## src/rtl/mrate_pkg.sv

```systemverilog
package mrate_pkg;

  // Field width of one rate factor. A counter value also fits in this width.
  localparam int unsigned FACT_W = 4;

  typedef logic [FACT_W-1:0] fact_t;

  // Next counter value for a divide-by-factor counter that wraps at factor-1.
  function automatic fact_t next_count(input fact_t cur, input int unsigned factor);
    if (factor <= 1) return '0;
    if (int'(cur) >= int'(factor) - 1) return '0;
    return cur + fact_t'(1);
  endfunction

endpackage

```

## src/rtl/mrate_div_counter.sv

```systemverilog
module mrate_div_counter
  import mrate_pkg::*;
#(
  parameter int unsigned FACTOR = 2
) (
  input  logic  clk,
  input  logic  rst,
  input  logic  adv,
  output fact_t phase
);

  always_ff @(posedge clk) begin
    if (rst)      phase <= '0;
    else if (adv) phase <= next_count(phase, FACTOR);
  end


  phase_range_chk: assert property (@(posedge clk) disable iff (rst)
    int'(phase) < int'(FACTOR));


  idle_hold_chk: assert property (@(posedge clk) disable iff (rst)
    !adv |=> $stable(phase));


  wrap_zero_chk: assert property (@(posedge clk) disable iff (rst)
    (adv && phase == fact_t'(FACTOR - 1)) |=> (phase == '0));


  step_up_chk: assert property (@(posedge clk) disable iff (rst)
    (adv && int'(phase) < int'(FACTOR) - 1) |=> (phase == fact_t'($past(phase) + fact_t'(1))));

endmodule

```

## src/rtl/mrate_phase_decode.sv

```systemverilog
module mrate_phase_decode
  import mrate_pkg::*;
#(
  parameter int unsigned FACTOR = 2
) (
  input  logic              clk,
  input  logic              rst,
  input  logic              ce,
  input  fact_t             phase,
  output logic [FACTOR-1:0] en
);

  for (genvar k = 0; k < FACTOR; k++) begin : g_ph
    assign en[k] = ce && (phase == fact_t'(k));
  end


  one_phase_chk: assert property (@(posedge clk) disable iff (rst)
    ce |-> ($countones(en) == 1));


  idle_quiet_chk: assert property (@(posedge clk) disable iff (rst)
    !ce |-> (en == '0));


  at_most_one_chk: assert property (@(posedge clk) disable iff (rst)
    $onehot0(en));

endmodule

```

## src/rtl/mrate_enable_gen.sv

```systemverilog
module mrate_enable_gen
  import mrate_pkg::*;
#(
  parameter int unsigned NUM_RATES = 5,
  parameter logic [NUM_RATES*FACT_W-1:0] RATE_FACTORS = {4'd1, 4'd4, 4'd2, 4'd3, 4'd2},
  parameter int unsigned VALID_RATE = 0,
  localparam int unsigned TOTAL_PH = total_phases()
) (
  input  logic                clk,
  input  logic                rst,
  input  logic                ce_in,
  output logic                ce_base,
  output logic [TOTAL_PH-1:0] en_phase,
  output logic                vld_base,
  output logic                vld_slow
);

  function automatic int unsigned factor_of(input int unsigned i);
    return int'(RATE_FACTORS[i*FACT_W +: FACT_W]);
  endfunction

  function automatic int unsigned total_phases();
    int unsigned s = 0;
    for (int j = 0; j < NUM_RATES; j++) s += factor_of(j);
    return s;
  endfunction

  function automatic int unsigned first_of(input int unsigned i);
    for (int j = 0; j < NUM_RATES; j++)
      if (factor_of(j) == factor_of(i)) return j;
    return i;
  endfunction

  function automatic int unsigned num_uniq();
    int unsigned c = 0;
    for (int j = 0; j < NUM_RATES; j++) if (first_of(j) == j) c++;
    return c;
  endfunction

  function automatic int unsigned uniq_rate(input int unsigned u);
    int unsigned c = 0;
    for (int j = 0; j < NUM_RATES; j++) begin
      if (first_of(j) == j) begin
        if (c == u) return j;
        c++;
      end
    end
    return 0;
  endfunction

  function automatic int unsigned slot_of(input int unsigned i);
    int unsigned c = 0;
    for (int j = 0; j < NUM_RATES; j++)
      if (j < first_of(i) && first_of(j) == j) c++;
    return c;
  endfunction

  function automatic int unsigned phase_base(input int unsigned i);
    int unsigned s = 0;
    for (int j = 0; j < NUM_RATES; j++) if (j < i) s += factor_of(j);
    return s;
  endfunction

  function automatic logic [TOTAL_PH-1:0] ph0_mask();
    logic [TOTAL_PH-1:0] m = '0;
    for (int j = 0; j < NUM_RATES; j++) m[phase_base(j)] = 1'b1;
    return m;
  endfunction

  localparam int unsigned NUM_UNIQ = num_uniq();
  localparam int unsigned VIDX = phase_base(VALID_RATE) + ((factor_of(VALID_RATE) > 1) ? 1 : 0);
  localparam logic [TOTAL_PH-1:0] PH0_MASK = ph0_mask();

  // One divider per distinct factor.
  fact_t cnt_u [NUM_UNIQ];

  for (genvar u = 0; u < NUM_UNIQ; u++) begin : g_div
    mrate_div_counter #(.FACTOR(factor_of(uniq_rate(u)))) u_div (
      .clk   (clk),
      .rst   (rst),
      .adv   (ce_in),
      .phase (cnt_u[u])
    );
  end

  // One phase decoder per rate, each reading its shared counter.
  for (genvar i = 0; i < NUM_RATES; i++) begin : g_rate
    localparam int unsigned SLOT = slot_of(i);
    localparam int unsigned FI   = factor_of(i);
    localparam int unsigned BI   = phase_base(i);

    mrate_phase_decode #(.FACTOR(FI)) u_dec (
      .clk   (clk),
      .rst   (rst),
      .ce    (ce_in),
      .phase (cnt_u[SLOT]),
      .en    (en_phase[BI +: FI])
    );

    if (first_of(i) != i) begin : g_shared
      localparam int unsigned BF = phase_base(first_of(i));

      shared_rate_chk: assert property (@(posedge clk) disable iff (rst)
        en_phase[BI +: FI] == en_phase[BF +: FI]);
    end

    if (FI == 1) begin : g_unit

      unit_rate_chk: assert property (@(posedge clk) disable iff (rst)
        en_phase[BI] == ce_base);
    end
  end

  assign ce_base  = ce_in;
  assign vld_base = ce_in;
  assign vld_slow = en_phase[VIDX];

  // Tracks whether an enabled cycle has occurred since reset (checker state only).
  logic fresh;
  always_ff @(posedge clk) begin
    if (rst)        fresh <= 1'b1;
    else if (ce_in) fresh <= 1'b0;
  end


  first_phase0_chk: assert property (@(posedge clk) disable iff (rst)
    (fresh && ce_in) |-> ((en_phase & PH0_MASK) == PH0_MASK));


  slow_valid_chk: assert property (@(posedge clk) disable iff (rst)
    vld_slow |-> vld_base);


  reset_phase0_chk: assert property (@(posedge clk)
    rst |=> (ce_in |-> ((en_phase & PH0_MASK) == PH0_MASK)));

endmodule

```

## config.mk

```make
export PLATFORM = sky130hd
export DESIGN_NAME = mrate_enable_gen
export DESIGN_NICKNAME = d
export VERILOG_FILES = /design/src/rtl/mrate_pkg.sv /design/src/rtl/mrate_div_counter.sv /design/src/rtl/mrate_phase_decode.sv /design/src/rtl/mrate_enable_gen.sv
export SDC_FILE = /design/constraint.sdc
export NUM_CORES = 1
export LEC_CHECK = 0
export ABC_AREA = 1
export BUFFER_PORTS_ARGS = -buffer_cell sky130_fd_sc_hd__buf_2
export CELL_PAD_IN_SITES_DETAIL_PLACEMENT = 1
export CELL_PAD_IN_SITES_GLOBAL_PLACEMENT = 1
export CORE_MARGIN = 2
export CORE_UTILIZATION = 36
export DETAILED_ROUTE_END_ITERATION = 10
export PLACE_DENSITY_LB_ADDON = 0.1
export SYNTH_ARGS = -nofsm -noshare
export SYNTH_HDL_FRONTEND = slang
export SYNTH_HIERARCHICAL = 1
export SYNTH_SLANG_ARGS = --single-unit
```

## constraint.sdc

```tcl
create_clock -name clk -period 1.3 [get_ports clk]
set_input_delay 0.26 -clock clk [delete_from_list [all_inputs] [get_ports clk]]
set_output_delay 0.26 -clock clk [all_outputs]
set_load 0.02 [all_outputs]
```

==> flow_metrics.tcl <==
set metrics [dict create \
    reg_top3 "g_div.u_div/phase x12" \
    postRouteAntennaNets 0 \
    dpl.hpwl_mm 1.38 \
    drc 0 \
    core-area_um2 2170 \
    vias 784 \
    ys_top_cells_by_area "dfxtp_1 (30%), nand2_1 (10%), inv_1 (9.8%), ha_1 (9.3%), nor2_1 (7.9%)" \
    fin_skew_ns 0.00136 \
    drv_cap 0 \
    diodes 0 \
    slew_violations 0 \
    synthCells 120 \
    row_count 17 \
    fp.dieH_um 51.4 \
    ys.flop_type "dfxtp_1" \
    grt_max_degree 18 \
    dp.cells 163 \
    ios 18 \
    multiInputGateArea_um2 482 \
    ys_warn_count 6 \
    yosysMostFrequentCell "nand2_1" \
    cpMostUsedCell "nor2_4" \
    grt_pass1_wl_mm 3.19 \
    htree_levels 1 \
    fin_ws_ns -0.0226 \
    p_per_area_nw_per_um2 912 \
    die_area_um2 2640 \
    grt_pass1_vias 778 \
    grt-ovfl-total 0 \
    cts_sinks 12 \
    fin_util 0.509 \
    path_cells "nor2_4, nand2_2, nor2_4, buf_6" \
    final_layout_size_suffix_gt1_frac 0.429 \
    hold_class "in -> reg" \
    final_nets 157 \
    regMostFlops "g_div.u_div/phase" \
    violations "setup timing" \
    outcome "complete, but fails checks" \
    start_util 0.373 \
    wl_per_cell_um 11.0 \
    routed_wl_mm 1.92 \
    grt_util_all_layers 0.158 \
    slowest_stage "dfxtp_4" \
    crit_path_start_kind "register" \
    cts_root_buffer "clkbuf_4" \
    final_cells 175 \
    port_buffers 17 \
    cts_made_buffers 3 \
    yosysUniqueCellTypes 17 \
    gp_routability_congestion 0.789 \
    netlist_area_um2 808 \
    ys_seq_area_frac 0.297 \
    synth_common_cells "nand2_1 (22), inv_1 (21), nor2_1 (17)" \
    required_ns 1.04 \
    synth_edf_count 0 \
    hold_buffers 0 \
    clock_path_buffers 2 \
    critPathMaxStageDelay_ns 0.37 \
    irDropWorstVdd_v 0.000465 \
    async_reset_ff_frac 0 \
    ys_seq_elements 12 \
    crit_arrival_ns 1.06 \
    area_growth_syn_to_layout_pct 36.7 \
    end_kind "primary output" \
    period_needed_ns 1.32 \
    clk_latency_ns 0.27 \
    fin_crit_sh 1.02 \
    crit_family "flip-flops" \
    path_max_fanout 3 \
    fp.dieW_um 51.4 \
    grt_setup_unrepaired "true" \
    synth_top_area_frac 0.297 \
    clk_pin_slew_ns 0.08 \
    antenna_found_initial 0 \
    crit_buf_inv 1 \
    cts_tree "done" \
    finalHoldViolCount 0 \
    synth.largest_area_cell "dfxtp_1" \
    avgSynthCellArea_um2 6.74 \
    vias_per_cell 4.48 \
    p_leak_uw 0.000551 \
    critPathKind "reg -> out" \
    setup_violations 3 \
    seqCellArea_um2 264 \
    fmaxAchievable_mhz 756 \
    drtIter0Drc 9 \
    largest_reg_flops 12 \
    fillers 302 \
    dr.pass1.iters 4 \
    power.total_uw 1010 \
]
==> cell families (layout without fill, tap and decap cells) <==
family                   count (synthesis)  count (layout)  synth area share
buffers and inverters                   29              53             0.167
other                                    1               4           0.00464
flip-flops                              12              12             0.297
AO/OA/AOI/OAI                           14              14            0.0960
AND/OR/NAND/NOR                         58              58             0.342
adder cells (fa/ha/maj)                  6               6            0.0929
==> metrics by stage <==
stage	instance area [um^2]	setup slack [ns]	setup TNS, ns	hold slack, ns
final	1100	-0.0226	-0.0554	0.224
after global routing	1100	-0.125	-0.912	0.215
after CTS	1040	-0.0460	-0.160	0.222
after detailed placement	905	0.0553	0	0.469
after global placement	905	0.115	0	0.468
after floorplan	822	0.0984	0	0.322
==> worst paths after layout <==
path                                 from                 endpoint  slack (ns)  cells past startpoint
hold / removal                        rst  g_div[1].u_div/phase[0]        0.22                      2
hold reg to reg   g_div[2].u_div/phase[3]  g_div[2].u_div/phase[3]        0.48                      2
setup / recovery  g_div[0].u_div/phase[2]                 vld_slow       -0.02                      4
setup reg to reg  g_div[1].u_div/phase[0]  g_div[1].u_div/phase[1]        0.14                      6
==> layout make-up <==
cell class / count / share of cell area
clock buffers: 4 / 0.0328
inverters: 22 / 0.0747
multi-input cells: 82 / 0.436
flip-flops and latches: 12 / 0.239
well taps: 28 / 0.0317
repair buffers: 27 / 0.186
==> layer usage <==
metal,routed length (um),vias up,global-route usage
li1,-,408,-
met4,14,0,0.0526
met1,774,360,0.166
met3,64,2,0.0263
met2,1070,14,0.310
met5,0,-,0
==> where the power goes <==
part / leakage [uW] / total (uW) / switching [uW] / internal, uW
Sequential: 0.000104 / 415 / 29.5 / 385
Clock: 0.0000210 / 300 / 130 / 170
Combinational: 0.000426 / 293 / 169 / 124
==> layout by cell type, fill, tap and decap left out, drive strengths merged <==
master  count
nand2      22
clkbuf      4
conb        4
buf        27
ha          6
inv        22
nand3       8
nand3b      1
nor2       27
dfxtp      12
a21oi       7
o21ai       7
==> repair_timing <==
item	in CTS	in global routing
resized for setup	28	13
endpoints found under the setup margin	12	12
pin swaps	5	7
setup buffers	4	4
Note: power is estimated with default switching activity, not from simulation.
